**src/rtl/gpio_mode_pkg.sv**
```systemverilog
package gpio_mode_pkg;

  typedef enum logic [1:0] {
    PM_QUASI = 2'b00,
    PM_INPUT = 2'b01,
    PM_PUSH  = 2'b10,
    PM_OPEN  = 2'b11
  } pin_mode_e;

  typedef struct packed {
    logic sink;
    logic src_strong;
    logic src_weak;
  } drive_t;

  // Pad drive for one pin from its mode and latch bit
  function automatic drive_t drive_for(pin_mode_e mode, logic lat);
    drive_t d;
    d = '0;
    unique case (mode)
      PM_QUASI: begin
        d.src_weak = lat;
        d.sink     = ~lat;
      end
      PM_PUSH: begin
        d.src_strong = lat;
        d.sink       = ~lat;
      end
      PM_OPEN:  d.sink = ~lat;
      PM_INPUT: d = '0;
      default:  d = '0;
    endcase
    return d;
  endfunction

endpackage

```
**src/rtl/gpio_cfg_regs.sv**
```systemverilog
module gpio_cfg_regs #(
  parameter int NUM_PINS     = 8,
  parameter int PINS_PER_REG = 4,
  localparam int NUM_REGS    = NUM_PINS / PINS_PER_REG,
  localparam int REG_W       = 2 * PINS_PER_REG
) (
  input  logic                  clk,
  input  logic                  rst_n,
  input  logic [NUM_REGS-1:0]   cfg_we,
  input  logic [REG_W-1:0]      cfg_wdata,
  input  logic                  latch_we,
  input  logic [NUM_PINS-1:0]   latch_wdata,
  output logic [2*NUM_PINS-1:0] mode_flat,
  output logic [NUM_PINS-1:0]   latch_q
);

  logic [NUM_REGS-1:0][REG_W-1:0] cfg_q;

  for (genvar j = 0; j < NUM_REGS; j++) begin : g_cfg
    always_ff @(posedge clk or negedge rst_n) begin
      if (!rst_n)        cfg_q[j] <= '0;
      else if (cfg_we[j]) cfg_q[j] <= cfg_wdata;
    end
  end

  // register j, field k -> pin j*PINS_PER_REG + k at flat bits 2*pin
  assign mode_flat = cfg_q;

  always_ff @(posedge clk or negedge rst_n) begin
    if (!rst_n)        latch_q <= '1;
    else if (latch_we) latch_q <= latch_wdata;
  end

endmodule

```
**src/rtl/gpio_drive_decode.sv**
```systemverilog
module gpio_drive_decode
  import gpio_mode_pkg::*;
#(
  parameter int NUM_PINS = 8
) (
  input  logic [2*NUM_PINS-1:0] mode_flat,
  input  logic [NUM_PINS-1:0]   latch_q,
  output logic [NUM_PINS-1:0]   sink_en,
  output logic [NUM_PINS-1:0]   src_strong_en,
  output logic [NUM_PINS-1:0]   src_weak_en
);

  for (genvar i = 0; i < NUM_PINS; i++) begin : g_pin
    drive_t drv;
    assign drv = drive_for(pin_mode_e'(mode_flat[2*i +: 2]), latch_q[i]);
    assign sink_en[i]       = drv.sink;
    assign src_strong_en[i] = drv.src_strong;
    assign src_weak_en[i]   = drv.src_weak;
  end

endmodule

```
**src/rtl/gpio_glitch_filter.sv**
```systemverilog
module gpio_glitch_filter #(
  parameter int NUM_PINS    = 8,
  parameter int SYNC_STAGES = 2,
  parameter int FILT_DEPTH  = 3,
  localparam int CNT_W      = $clog2(FILT_DEPTH + 1)
) (
  input  logic                clk,
  input  logic                rst_n,
  input  logic [NUM_PINS-1:0] pad_in,
  output logic [NUM_PINS-1:0] sync_q,
  output logic [NUM_PINS-1:0] accept_evt,
  output logic [NUM_PINS-1:0] filt_q
);

  localparam logic [CNT_W-1:0] LAST_CNT = CNT_W'(FILT_DEPTH - 1);

  for (genvar i = 0; i < NUM_PINS; i++) begin : g_pin
    logic [SYNC_STAGES-1:0] pipe;
    logic [CNT_W-1:0]       cnt;
    logic                   differs;

    always_ff @(posedge clk or negedge rst_n) begin
      if (!rst_n) pipe <= '1;
      else        pipe <= {pipe[SYNC_STAGES-2:0], pad_in[i]};
    end

    assign sync_q[i]     = pipe[SYNC_STAGES-1];
    assign differs       = sync_q[i] ^ filt_q[i];
    assign accept_evt[i] = differs && (cnt == LAST_CNT);

    always_ff @(posedge clk or negedge rst_n) begin
      if (!rst_n) begin
        cnt       <= '0;
        filt_q[i] <= 1'b1;
      end else if (accept_evt[i]) begin
        cnt       <= '0;
        filt_q[i] <= sync_q[i];
      end else if (differs) begin
        cnt <= cnt + 1'b1;
      end else begin
        cnt <= '0;
      end
    end
  end

endmodule

```
**src/rtl/gpio_mode_port.sv**
```systemverilog
module gpio_mode_port #(
  parameter int NUM_PINS      = 8,
  parameter int PINS_PER_REG  = 4,
  parameter int SYNC_STAGES   = 2,
  parameter int FILT_DEPTH    = 3,
  localparam int NUM_CFG_REGS = NUM_PINS / PINS_PER_REG,
  localparam int CFG_REG_W    = 2 * PINS_PER_REG
) (
  input  logic                    clk,
  input  logic                    rst_n,
  input  logic [NUM_CFG_REGS-1:0] cfg_we,
  input  logic [CFG_REG_W-1:0]    cfg_wdata,
  input  logic                    latch_we,
  input  logic [NUM_PINS-1:0]     latch_wdata,
  input  logic [NUM_PINS-1:0]     pad_in,
  output logic [NUM_PINS-1:0]     sink_en,
  output logic [NUM_PINS-1:0]     src_strong_en,
  output logic [NUM_PINS-1:0]     src_weak_en,
  output logic [NUM_PINS-1:0]     in_state
);

  logic [2*NUM_PINS-1:0] mode_flat;
  logic [NUM_PINS-1:0]   latch_q;
  logic [NUM_PINS-1:0]   sync_q;
  logic [NUM_PINS-1:0]   accept_evt;

  gpio_cfg_regs #(
    .NUM_PINS    (NUM_PINS),
    .PINS_PER_REG(PINS_PER_REG)
  ) i_regs (
    .clk        (clk),
    .rst_n      (rst_n),
    .cfg_we     (cfg_we),
    .cfg_wdata  (cfg_wdata),
    .latch_we   (latch_we),
    .latch_wdata(latch_wdata),
    .mode_flat  (mode_flat),
    .latch_q    (latch_q)
  );

  gpio_drive_decode #(
    .NUM_PINS(NUM_PINS)
  ) i_decode (
    .mode_flat    (mode_flat),
    .latch_q      (latch_q),
    .sink_en      (sink_en),
    .src_strong_en(src_strong_en),
    .src_weak_en  (src_weak_en)
  );

  gpio_glitch_filter #(
    .NUM_PINS   (NUM_PINS),
    .SYNC_STAGES(SYNC_STAGES),
    .FILT_DEPTH (FILT_DEPTH)
  ) i_filter (
    .clk       (clk),
    .rst_n     (rst_n),
    .pad_in    (pad_in),
    .sync_q    (sync_q),
    .accept_evt(accept_evt),
    .filt_q    (in_state)
  );

endmodule

```
**config.mk**
```make
export PLATFORM = sky130hd
export DESIGN_NAME = gpio_mode_port
export DESIGN_NICKNAME = d
export VERILOG_FILES = /design/src/rtl/gpio_mode_pkg.sv /design/src/rtl/gpio_cfg_regs.sv /design/src/rtl/gpio_drive_decode.sv /design/src/rtl/gpio_glitch_filter.sv /design/src/rtl/gpio_mode_port.sv
export SDC_FILE = /design/constraint.sdc
export NUM_CORES = 1
export LEC_CHECK = 0
export BUFFER_PORTS_ARGS = -buffer_cell sky130_fd_sc_hd__buf_2
export CAP_MARGIN = 0
export CORE_MARGIN = 2
export CORE_UTILIZATION = 50
export DETAILED_ROUTE_END_ITERATION = 10
export GPL_TIMING_DRIVEN = 0
export PLACE_DENSITY = 0.78
export SETUP_SLACK_MARGIN = 0.4
export SLEW_MARGIN = 20
export SYNTH_ARGS = -nofsm -noshare
export SYNTH_HDL_FRONTEND = slang
export SYNTH_HIERARCHICAL = 1
export SYNTH_SLANG_ARGS = --single-unit
```
**constraint.sdc**
```tcl
create_clock -name clk -period 1.35 [get_ports clk]
set_clock_uncertainty 0.2 [all_clocks]
set_input_delay 0.27 -clock clk [delete_from_list [all_inputs] [get_ports clk]]
set_output_delay 0.27 -clock clk [all_outputs]
set_load 0.05 [all_outputs]
```
======== Yosys cells after proc, flatten, opt, wreduce, memory -nomap -nowiden ========
Index checks and enable logic that the tools add are counted.
Widths: inputs -> output; s select.
word-level totals
  logic and storage cells ................. 147
  bits in registers ....................... 64
  input bits .............................. 29
  output and inout port bits .............. 32
cells by class
  muxes and demuxes ....................... 40
  equal/unequal tests ..................... 32
  reduce and logical (&&, ||, !) cells .... 24
  add/subtract/negate cells ............... 8
  bitwise logic cells ..................... 16
operator list
  kind                 count
  $eq 2x2->1 const B   24
  $mux 2               16
  $reduce_or 3->1      8
  $add 2x1->2 const B  8
  $eq 2x1->1 const B   8
  $logic_not 2->1      8
  $mux 1               16
  $pmux 1 s2           8
  $logic_and 1x1->1    8
  $not 1->1            8
  $xor 1x1->1          8

======== Logic depth before layout (Yosys ltp) ========
  word-level depth ........................ 3
  mapped depth ............................ 3
  gate-level depth less buffers ........... 3

======== Modules after synthesis ========
The synthesis kept the hierarchy.
modules (own cells, without submodules)
  module              area an instance (sq um)  times used  cells each  seq. area each (sq um)
  gpio_glitch_filter  1,511.4                   1           104         1,031.0
  gpio_cfg_regs       1,004.7                   1           51          610.6
  gpio_drive_decode   230.2                     1           32          0.0

======== Worst setup path after synthesis ========
No wires, ideal clock.
  path type ............................... reg2out
  start point ............................. register i_regs.latch_q[0]
  end point ............................... output port src_weak_en[0]
  buffers on the path ..................... 0
  data required time ...................... 0.880 ns
  data arrival time ....................... 1.678 ns
  stages on the path, launching flop included .. 2
  slack ................................... -0.798 ns
  cell sequence ........................... dfstp_2 > nor3b_1
on the way
  cells in the longest elaborated chain, start to end .. 1
RTL lines
  what                    line                  RTL
  start, declared         gpio_cfg_regs.sv:14   output logic [NUM_PINS-1:0] latch_q
  start signal, assigned  gpio_cfg_regs.sv:31   else if (latch_we) latch_q <= latch_wdata;
  $mux 1                  gpio_mode_pkg.sv:20   unique case (mode)
  end, declared           gpio_mode_port.sv:18  output logic [NUM_PINS-1:0] src_weak_en,
Every way passes these cells.

======== Final worst setup path ========
  start point ............................. register i_regs.latch_q[5]
  end point ............................... output port src_strong_en[5]
on the way
  cells in the longest elaborated chain, start to end .. 1
RTL lines
  what           line                  RTL
  $mux 1         gpio_mode_pkg.sv:20
  end, declared  gpio_mode_port.sv:17  output logic [NUM_PINS-1:0] src_strong_en,
Every way passes these cells.

==> flow_summary.toml <==
[setup_path]
reg2regPathDepth = 4
critical_path_start_end_classification = "reg2out"
worst_setup_path_end_kind = "primary output"
crit_path_max_fo = 4
setup.reg_to_reg.worst_slack_ps = 40
startpoint_type = "flip-flop"
worst-endpoint-required_ps = 880
worstPathArrival_ps = 1320
critical_path.reg2reg.endpoint = "i_filter/g_pin[6].cnt[0]"
r2r-start = "i_filter/filt_q[6]"

[global_route]
pin_count_of_the_biggest_net_entering_global_routing = 65
wire_length_of_the_first_global_routing_pass_um = 10400
gr-total-overflow = 0
vias_in_the_first_global_route = 2054
grt_antenna_before_repair = 0
overall_global_routing_usage_pct = 23.8

[timing]
unrepaired_setup_endpoints_after_global_routing = "true"
fmax_mhz = 557
final_period_utilization_pct = 133
fin_crit_ps = 1790
report.final.setup_viol = 32
holdWs_ps = -192
slew_violations = 0
finalHoldViolCount = 47
max_slew_headroom_at_the_worst_pin_pct = 48.3
post-route-worst-setup-slack_ps = -445
max_slew.worst_pin.slew_ps = 776

[clock_tree]
cts.clk_slew.worst_paths_ps = 80
cts.path.max_buffers = 2
cts_root_buffer = "sky130_fd_sc_hd__clkbuf_8"
h-tree-depth = 3
clock_sink_count = 64
cts_buffers = 9
cts_tree = "done"
ctsHoldBuffers = 8
clk-insertion-delay-late_ps = 350

[final_layout]
finalInstanceArea_um2 = 4520
mostFrequentLayoutCells = "52 x sky130_fd_sc_hd__buf_6, 32 x sky130_fd_sc_hd__mux2_4, 32 x sky130_fd_sc_hd__dfstp_2"
layout_commonest_cell = "sky130_fd_sc_hd__buf_6"
antennaDiodeCount = 0
layout.cells.non_filler = 364
design.final.nets = 326
layout-area-overhead-vs-synth_pct = 71.3
fillCellCount = 205
final_layout_size_suffix_gt1_share_pct = 90.5

[outcome]
outcome = "finished, violations left"
failed_checks = "hold timing, setup timing"

[floorplan]
floorplan.die.height_um = 76.6
design.die.area_um2 = 5870
fp.coreArea_um2 = 5110
start_util_pct = 51.6
die_x_um = 76.6
core.rowCount = 26
count_of_boundary_i_o_pins = 61

[placement]
place_hpwl_um = 3100
place_congestion = 0.704
portBuffers = 57
placed_cell_area_um2 = 3330
dp.cells = 298

[detailed_routing]
post_drt_via_cell_ratio = 5.02
pre_antenna_drt_iters = 4
drc_errors = 0
final_antenna_net_count = 0
routed_wl_um = 7210
total_via_count_in_the_routed_design = 1828
post_drt_wl_per_cell_um = 19.8
dr.first_iter.drc_count = 58

[yosys]
synthesis.nets = 208
ys_warn_count = 6
netlist_area_um2 = 2640
syn-mean-instance-area_um2 = 15.4
instance_count_of_the_mapped_netlist = 171

[power]
p_leak_nw = 2.03
p_per_area_nw_per_um2 = 1920
ir_drop_worst_case_vdd_uv = 1250

[flow_run]
drv_cap = 0

[min_path]
worst_hold_path_type = "in2async"
[critical path, stage by stage (launching register included)]
cell and delay [ps]:
sky130_fd_sc_hd__dfstp_2 580, sky130_fd_sc_hd__nor3b_4 220, sky130_fd_sc_hd__buf_6 180
[state kept, by name (all words and copies together) (netlist names)]
signal / flops
i_regs/mode_flat: 16
i_filter/g_pin.pipe: 16
i_filter/g_pin.cnt: 16
i_regs/latch_q: 8
i_filter/filt_q: 8
[worst max path at each step]
| stage | startpoint | end | slack, ps | cells past startpoint |
|---|---|---|---|---|
| finish | i_regs/latch_q[5] | src_strong_en[5] | -440 | 2 |
| global route | i_regs/latch_q[0] | src_weak_en[0] | -490 | 2 |
| CTS | i_regs/latch_q[5] | src_strong_en[5] | -420 | 2 |
| detailed placement | i_regs/latch_q[4] | src_strong_en[4] | -130 | 2 |
| global placement | rst_n | i_regs/mode_flat[6] | -450 | 1 |
| floorplan | i_regs/latch_q[0] | src_strong_en[0] | -150 | 1 |
[where the power goes]
group / total, mW / leakage [nW] / switching (mW) / internal (mW)
logic: 4.08 / 1.21 / 1.86 / 2.22
clock network: 1.67 / 0.103 / 0.722 / 0.950
registers: 2.93 / 0.716 / 0.458 / 2.47
total: 8.68 / 2.03 / 3.04 / 5.64
[layer usage]
metal | routed length [um] | track usage [%]
met5 | 0 | 0
met3 | 261 | 7.58
met1 | 2950 | 27.1
met2 | 3910 | 40.3
met4 | 90 | 12.2
[layout make-up]
type | instances | area (um2) | area share, %
Inverter | 16 | 60.1 | 1.33
Buffer | 3 | 60.1 | 1.33
Sequential cell | 64 | 1660 | 36.8
Clock inverter | 3 | 40.0 | 0.886
Clock buffer | 13 | 159 | 3.52
Tap cell | 70 | 87.6 | 1.94
Multi-Input combinational cell | 88 | 1430 | 31.7
Timing Repair Buffer | 107 | 1020 | 22.5
[what timing repair did]
action | CTS | global route
endpoints found under the setup margin | 80 | 80
pin swaps | 2 | 2
setup buffers | 24 | 18
resized for setup | 125 | 29
endpoints found under the hold margin | 64 | 54
gates cloned | 0 | 0
[per-stage QoR]
step | setup TNS, ps | util, % | total power, mW | worst slack (ps) | hold slack, ps
2_1_floorplan | -3250 | - | 4.58 | -151 | -226
3_3_place_gp | -16260 | 65.1 | 4.94 | -447 | 145
3_5_place_dp | -1970 | 65.2 | 5.03 | -130 | 147
4_1_cts | -10620 | 83.5 | 7.99 | -425 | -181
5_1_grt | -11660 | 88.4 | 9.04 | -485 | -156
6_report | -10340 | 88.4 | 8.68 | -445 | -192
(Power assumes the default switching activity.)
